File: config.mk
export PLATFORM = sky130hd
export DESIGN_NAME = irq_status_ctrl
export DESIGN_NICKNAME = d
export VERILOG_FILES = /design/src/rtl/irq_status_pkg.sv /design/src/rtl/irq_read_fsm.sv /design/src/rtl/irq_status_regs.sv /design/src/rtl/irq_mask_reg.sv /design/src/rtl/irq_out_gen.sv /design/src/rtl/irq_status_ctrl.sv
export SDC_FILE = /design/constraint.sdc
export NUM_CORES = 1
export LEC_CHECK = 0
export BUFFER_PORTS_ARGS = -buffer_cell sky130_fd_sc_hd__buf_2
export CORE_ASPECT_RATIO = 0.9
export CORE_MARGIN = 10
export CORE_UTILIZATION = 46
export DETAILED_ROUTE_END_ITERATION = 8
export PLACE_DENSITY = 0.84
export RECOVER_POWER = 100
export SETUP_SLACK_MARGIN = 0.05
export SLEW_MARGIN = 20
export SYNTH_ARGS = -nofsm -noshare
export SYNTH_HDL_FRONTEND = slang
export SYNTH_SLANG_ARGS = --single-unit
File: constraint.sdc
create_clock -name clk -period 1.7 [get_ports clk]
set_input_delay 0.34 -clock clk [delete_from_list [all_inputs] [get_ports clk]]
set_output_delay 0.34 -clock clk [all_outputs]
set_load 0.02 [all_outputs]
File: src/rtl/irq_status_pkg.sv
package irq_status_pkg;

    typedef enum logic [0:0] {
        ST_IDLE = 1'b0,
        ST_READ = 1'b1
    } rd_state_e;

    typedef struct packed {
        logic defer;      // events go to pending, status frozen
        logic fin_clear;  // completed read: status <= pending | evt
        logic fin_keep;   // aborted read: status |= pending | evt
    } upd_ctl_t;

endpackage

File: src/rtl/irq_read_fsm.sv
module irq_read_fsm
    import irq_status_pkg::*;
(
    input  logic     clk,
    input  logic     rst_n,
    input  logic     soft_rst_i,
    input  logic     rd_start_i,
    input  logic     rd_done_i,
    input  logic     rd_abort_i,
    output upd_ctl_t ctl_o,
    output logic     busy_o,
    output logic     busy_next_o
);

    rd_state_e state_q, state_d;

    always_comb begin
        state_d = state_q;
        unique case (state_q)
            ST_IDLE: if (rd_start_i) state_d = ST_READ;
            ST_READ: if (rd_abort_i || rd_done_i) state_d = ST_IDLE;
        endcase
        if (soft_rst_i) state_d = ST_IDLE;
    end

    always_ff @(posedge clk or negedge rst_n) begin
        if (!rst_n) state_q <= ST_IDLE;
        else        state_q <= state_d;
    end

    always_comb begin
        ctl_o = '0;
        unique case (state_q)
            ST_IDLE: begin
                ctl_o.defer = rd_start_i;
            end
            ST_READ: begin
                ctl_o.fin_keep  = rd_abort_i;
                ctl_o.fin_clear = rd_done_i && !rd_abort_i;
                ctl_o.defer     = !rd_done_i && !rd_abort_i;
            end
        endcase
        busy_o      = (state_q == ST_READ);
        busy_next_o = (state_d == ST_READ);
    end

endmodule

File: src/rtl/irq_status_regs.sv
module irq_status_regs
    import irq_status_pkg::*;
#(
    parameter int W = 24
) (
    input  logic         clk,
    input  logic         rst_n,
    input  logic         soft_rst_i,
    input  logic [W-1:0] evt_i,
    input  upd_ctl_t     ctl_i,
    output logic [W-1:0] status_q,
    output logic [W-1:0] status_d,
    output logic [W-1:0] pend_q
);

    logic [W-1:0] pend_d;

    always_comb begin
        status_d = status_q;
        pend_d   = pend_q;
        if (soft_rst_i) begin
            status_d = '0;
            pend_d   = '0;
        end else if (ctl_i.fin_clear) begin
            status_d = pend_q | evt_i;
            pend_d   = '0;
        end else if (ctl_i.fin_keep) begin
            status_d = status_q | pend_q | evt_i;
            pend_d   = '0;
        end else if (ctl_i.defer) begin
            pend_d   = pend_q | evt_i;
        end else begin
            status_d = status_q | evt_i;
        end
    end

    always_ff @(posedge clk or negedge rst_n) begin
        if (!rst_n) begin
            status_q <= '0;
            pend_q   <= '0;
        end else begin
            status_q <= status_d;
            pend_q   <= pend_d;
        end
    end

endmodule

File: src/rtl/irq_mask_reg.sv
module irq_mask_reg #(
    parameter int W = 24
) (
    input  logic         clk,
    input  logic         rst_n,
    input  logic         soft_rst_i,
    input  logic         we_i,
    input  logic [W-1:0] wdata_i,
    output logic [W-1:0] mask_q,
    output logic [W-1:0] mask_d
);

    localparam logic [W-1:0] MASK_DEFAULT = '1;

    always_comb begin
        mask_d = mask_q;
        if (soft_rst_i)  mask_d = MASK_DEFAULT;
        else if (we_i)   mask_d = wdata_i;
    end

    always_ff @(posedge clk or negedge rst_n) begin
        if (!rst_n) mask_q <= MASK_DEFAULT;
        else        mask_q <= mask_d;
    end

endmodule

File: src/rtl/irq_out_gen.sv
module irq_out_gen #(
    parameter int W     = 24,
    parameter int GRP_W = 4
) (
    input  logic         clk,
    input  logic         rst_n,
    input  logic [W-1:0] status_d,
    input  logic [W-1:0] mask_d,
    input  logic         hold_low_i,
    output logic         irq_o
);

    localparam int NGRP = W / GRP_W;

    logic [NGRP-1:0] grp_hit;

    for (genvar g = 0; g < NGRP; g++) begin : g_grp
        assign grp_hit[g] = |(status_d[g*GRP_W +: GRP_W] & ~mask_d[g*GRP_W +: GRP_W]);
    end

    always_ff @(posedge clk or negedge rst_n) begin
        if (!rst_n) irq_o <= 1'b0;
        else        irq_o <= !hold_low_i && (|grp_hit);
    end

endmodule

File: src/rtl/irq_status_ctrl.sv
module irq_status_ctrl
    import irq_status_pkg::*;
#(
    parameter int GRP_W  = 4,
    localparam int STAT_W = 6 * GRP_W
) (
    input  logic              clk,
    input  logic              rst_n,
    input  logic              soft_rst_i,
    input  logic [STAT_W-1:0] evt_i,
    input  logic              rd_start_i,
    input  logic              rd_done_i,
    input  logic              rd_abort_i,
    input  logic              mask_we_i,
    input  logic [STAT_W-1:0] mask_wdata_i,
    output logic [STAT_W-1:0] status_o,
    output logic [STAT_W-1:0] mask_o,
    output logic              irq_o
);

    upd_ctl_t          ctl;
    logic              rd_busy, rd_busy_next;
    logic [STAT_W-1:0] status_next, pend_q, mask_next;

    irq_read_fsm u_fsm (
        .clk         (clk),
        .rst_n       (rst_n),
        .soft_rst_i  (soft_rst_i),
        .rd_start_i  (rd_start_i),
        .rd_done_i   (rd_done_i),
        .rd_abort_i  (rd_abort_i),
        .ctl_o       (ctl),
        .busy_o      (rd_busy),
        .busy_next_o (rd_busy_next)
    );

    irq_status_regs #(.W(STAT_W)) u_stat (
        .clk        (clk),
        .rst_n      (rst_n),
        .soft_rst_i (soft_rst_i),
        .evt_i      (evt_i),
        .ctl_i      (ctl),
        .status_q   (status_o),
        .status_d   (status_next),
        .pend_q     (pend_q)
    );

    irq_mask_reg #(.W(STAT_W)) u_mask (
        .clk        (clk),
        .rst_n      (rst_n),
        .soft_rst_i (soft_rst_i),
        .we_i       (mask_we_i),
        .wdata_i    (mask_wdata_i),
        .mask_q     (mask_o),
        .mask_d     (mask_next)
    );

    irq_out_gen #(.W(STAT_W), .GRP_W(GRP_W)) u_irq (
        .clk        (clk),
        .rst_n      (rst_n),
        .status_d   (status_next),
        .mask_d     (mask_next),
        .hold_low_i (rd_busy_next),
        .irq_o      (irq_o)
    );

endmodule


==> results.yml <==
floorplanning:
  ioPinCount: 104
  dieArea_mm2: 0.0113
  initial_core_util_pct: 47.8
  fp.dieH_um: 102
  rows: 29
  core_area_mm2: 0.00715
  fp.dieW_um: 111
synth:
  synth_common_cells: "dfrtp_1 (50), nor2b_1 (43), a21oi_1 (37), nor2_1 (36), a22o_1 (25)"
  synth_fa_ha_area_share_pct: 0
  synth_edf_count: 0
  synth_top_family_by_area: "compound AO/OA/AOI/OAI gates"
  yosysMostFrequentCell: "dfrtp_1"
  synth_top_area_share_pct: 36.6
  synthSimpleGateAreaFrac_pct: 13.8
  synth_seq_cells: 74
  synth-main-ff-cell: "dfrtp_1"
  synth_cells: 328
  yosys.cell_types.count: 31
  yosys.area.top_type: "dfrtp_1"
  synth_warnings: 0
  synthArstFlopShare_pct: 100
  synth.area.top_cells: "dfrtp_1 (37%), dfstp_2 (18%), nor2b_1 (7.9%)"
  synthMuxAreaShare_pct: 0
  synthesis.area_mm2: 0.00342
  syn_avg_cell_area_um2: 10.4
  synth-compound-area-share_pct: 26.7
  ys_seq_area_share_pct: 55.0
  synth_fp_nets: 383
  yosys.area_share.xor_xnor_pct: 0
route:
  drt-wirelength-per-cell_um: 19.6
  drt-initial-drc-count: 224
  postRouteAntennaNets: 0
  vias: 3240
  firstDrtPassIters: 5
  drt-total-wl_um: 11200
  via_per_inst: 5.67
  drc: 0
pwr:
  total_power_uw: 4690
  p_per_area_mw_per_mm2: 988
  p_leak_uw: 0.00220
  peakVddDrop_uv: 625
hold_path:
  holdPathStages: 2
  holdCritPathClass: "input pin to flop"
timing:
  setup_viol: 1
  finalSetupTns_ns: -0.222
  finalMaxSlewViolations: 75
  finalWorstSetupSlack_ns: -0.222
  fin_crit_ns: 1.92
  skew_ns: 0.00804
  tightest_slew_ns: 1.80
  timing.fmax_mhz: 520
  rsz0062_at_grt: "yes"
  maxSlewHeadroom_pct: -20.1
  fin_crit_sh_pct: 113
  finalHoldViolCount: 0
placement:
  place_inst: 543
  place_hpwl_um: 8070
  place_congestion: 0.877
  place_ws_ns: -0.241
  portBuffers: 103
final_layout:
  finalNetCount: 528
  diodes: 0
  finalNonFillerCells: 571
  area_delta_synth_final_pct: 38.9
  post-route-util_pct: 66.5
  fillers: 571
  drive_above_1_share_pct: 44.4
global_routing:
  grtUsageTotal_pct: 18.9
  antenna_found_initial: 0
  first_global_vias: 3400
  use_met1_pct: 22.2
  grt_start_max_net_pins: 75
  use_met3_pct: 6.68
  use_met2_pct: 31.7
  grt_pass1_wl_um: 17300
  top_usage_layer: "met2"
  grt_overflow: 0
critical_path:
  worst-endpoint-required_ns: 1.92
  end_kind: "flop"
  cp_max_fo: 6
  worst-r2r-cell-count: 10
  start_kind: "flop"
  critPathArrivalTime_ns: 2.15
  worstSetupPathType: "flop to flop"
flow_run:
  maxCapViolCount: 1
clock_tree:
  htree_levels: 3
  cts_sinks: 74
  cts_buffer_depth: 2
  cts_tree: "built"
  postCtsHoldBufs: 0
  clkTransAtPathRegs_ns: 0.07
  cts_buffers: 9
  cts_root_buf: "clkbuf_8"
  insertion_delay_ns: 0.35
status:
  status: "finished with violations"
  violations: "capacitance limit, slew limit, setup timing"
critical path, stage by stage (launching register included):
cell and delay (ns):
dfrtp_1 0.42, buf_6 0.14, o21ai_4 0.06, buf_12 0.14
buf_8 0.11, buf_4 0.13, nor2_1 0.05, a221oi_2 0.23
o211ai_1 0.13, nor4_1 0.27, a31oi_1 0.12
report_power, final:
| group | internal [uW] | switching [uW] |
|---|---|---|
| clock network | 862 | 647 |
| registers | 1940 | 113 |
| logic | 497 | 630 |
| total | 3300 | 1390 |
flip-flops by register name (all words and copies together) (netlist names):
signal / count
u_irq.irq_o: 1
u_stat.pend_q: 24
u_stat.status_q: 24
u_mask.mask_q: 24
u_fsm.busy_o: 1
placed cells by master (no fill, tap or decap), types with 10 or more instances in the layout:
cell type and instances:
o22ai_1 15, clkbuf_8 10, a21oi_1 32, dfrtp_1 50, buf_2 100, buf_4 38
a211o_1 11, nor2b_1 42, dfstp_2 22, a22o_1 25, inv_1 14, a211oi_1 14
nor2_1 34
final cells by class:
cell class,instances,area (um2),area share (%)
clock inverter,5,77.6,1.63
tap,93,116,2.45
sequential,74,1880,39.6
timing repair buffer,156,955,20.1
inverter,15,56.3,1.19
multi-input combinational,217,1520,32.1
clock buffer,11,141,2.98
per-layer routing:
layer	up-vias	routed length, um
met4	0	274
met2	148	5400
met5	-	0
met3	27	962
met1	1583	4540
li1	1482	-
cells by family after synthesis:
group,Yosys count
buffers and inverters,37
DFF,74
AOI/OAI and AO/OA,127
and+or+nand+nor,90
metrics by stage:
stage | hold WS, ns | instance area (um2)
3_3_place_gp | 0.399 | 4300
4_1_cts | 0.0191 | 4610
5_1_grt | 0.223 | 4750
3_5_place_dp | 0.403 | 4300
6_report | 0.234 | 4750
2_1_floorplan | 0.0444 | 3420
what timing repair did:
item	CTS	global route
setup buffers	6	5
pin swaps	9	17
endpoints found under the setup margin	18	25
gates resized for setup	9	27
cloned	0	1
final timing paths:
kind	start	to	slack, ns
hold / removal	evt_i[2]	u_stat.pend_q[2]	0.23
setup reg to reg	u_fsm.busy_o	u_irq.irq_o	-0.22
max in group asynchronous	rst_n	u_stat.status_q[10]	0.09
hold reg to reg	u_stat.pend_q[5]	u_stat.pend_q[5]	0.51
min in group asynchronous	rst_n	u_stat.pend_q[23]	0.57
setup / recovery	u_fsm.busy_o	u_irq.irq_o	-0.22
No activity file was read; power rests on OpenSTA's default activity.
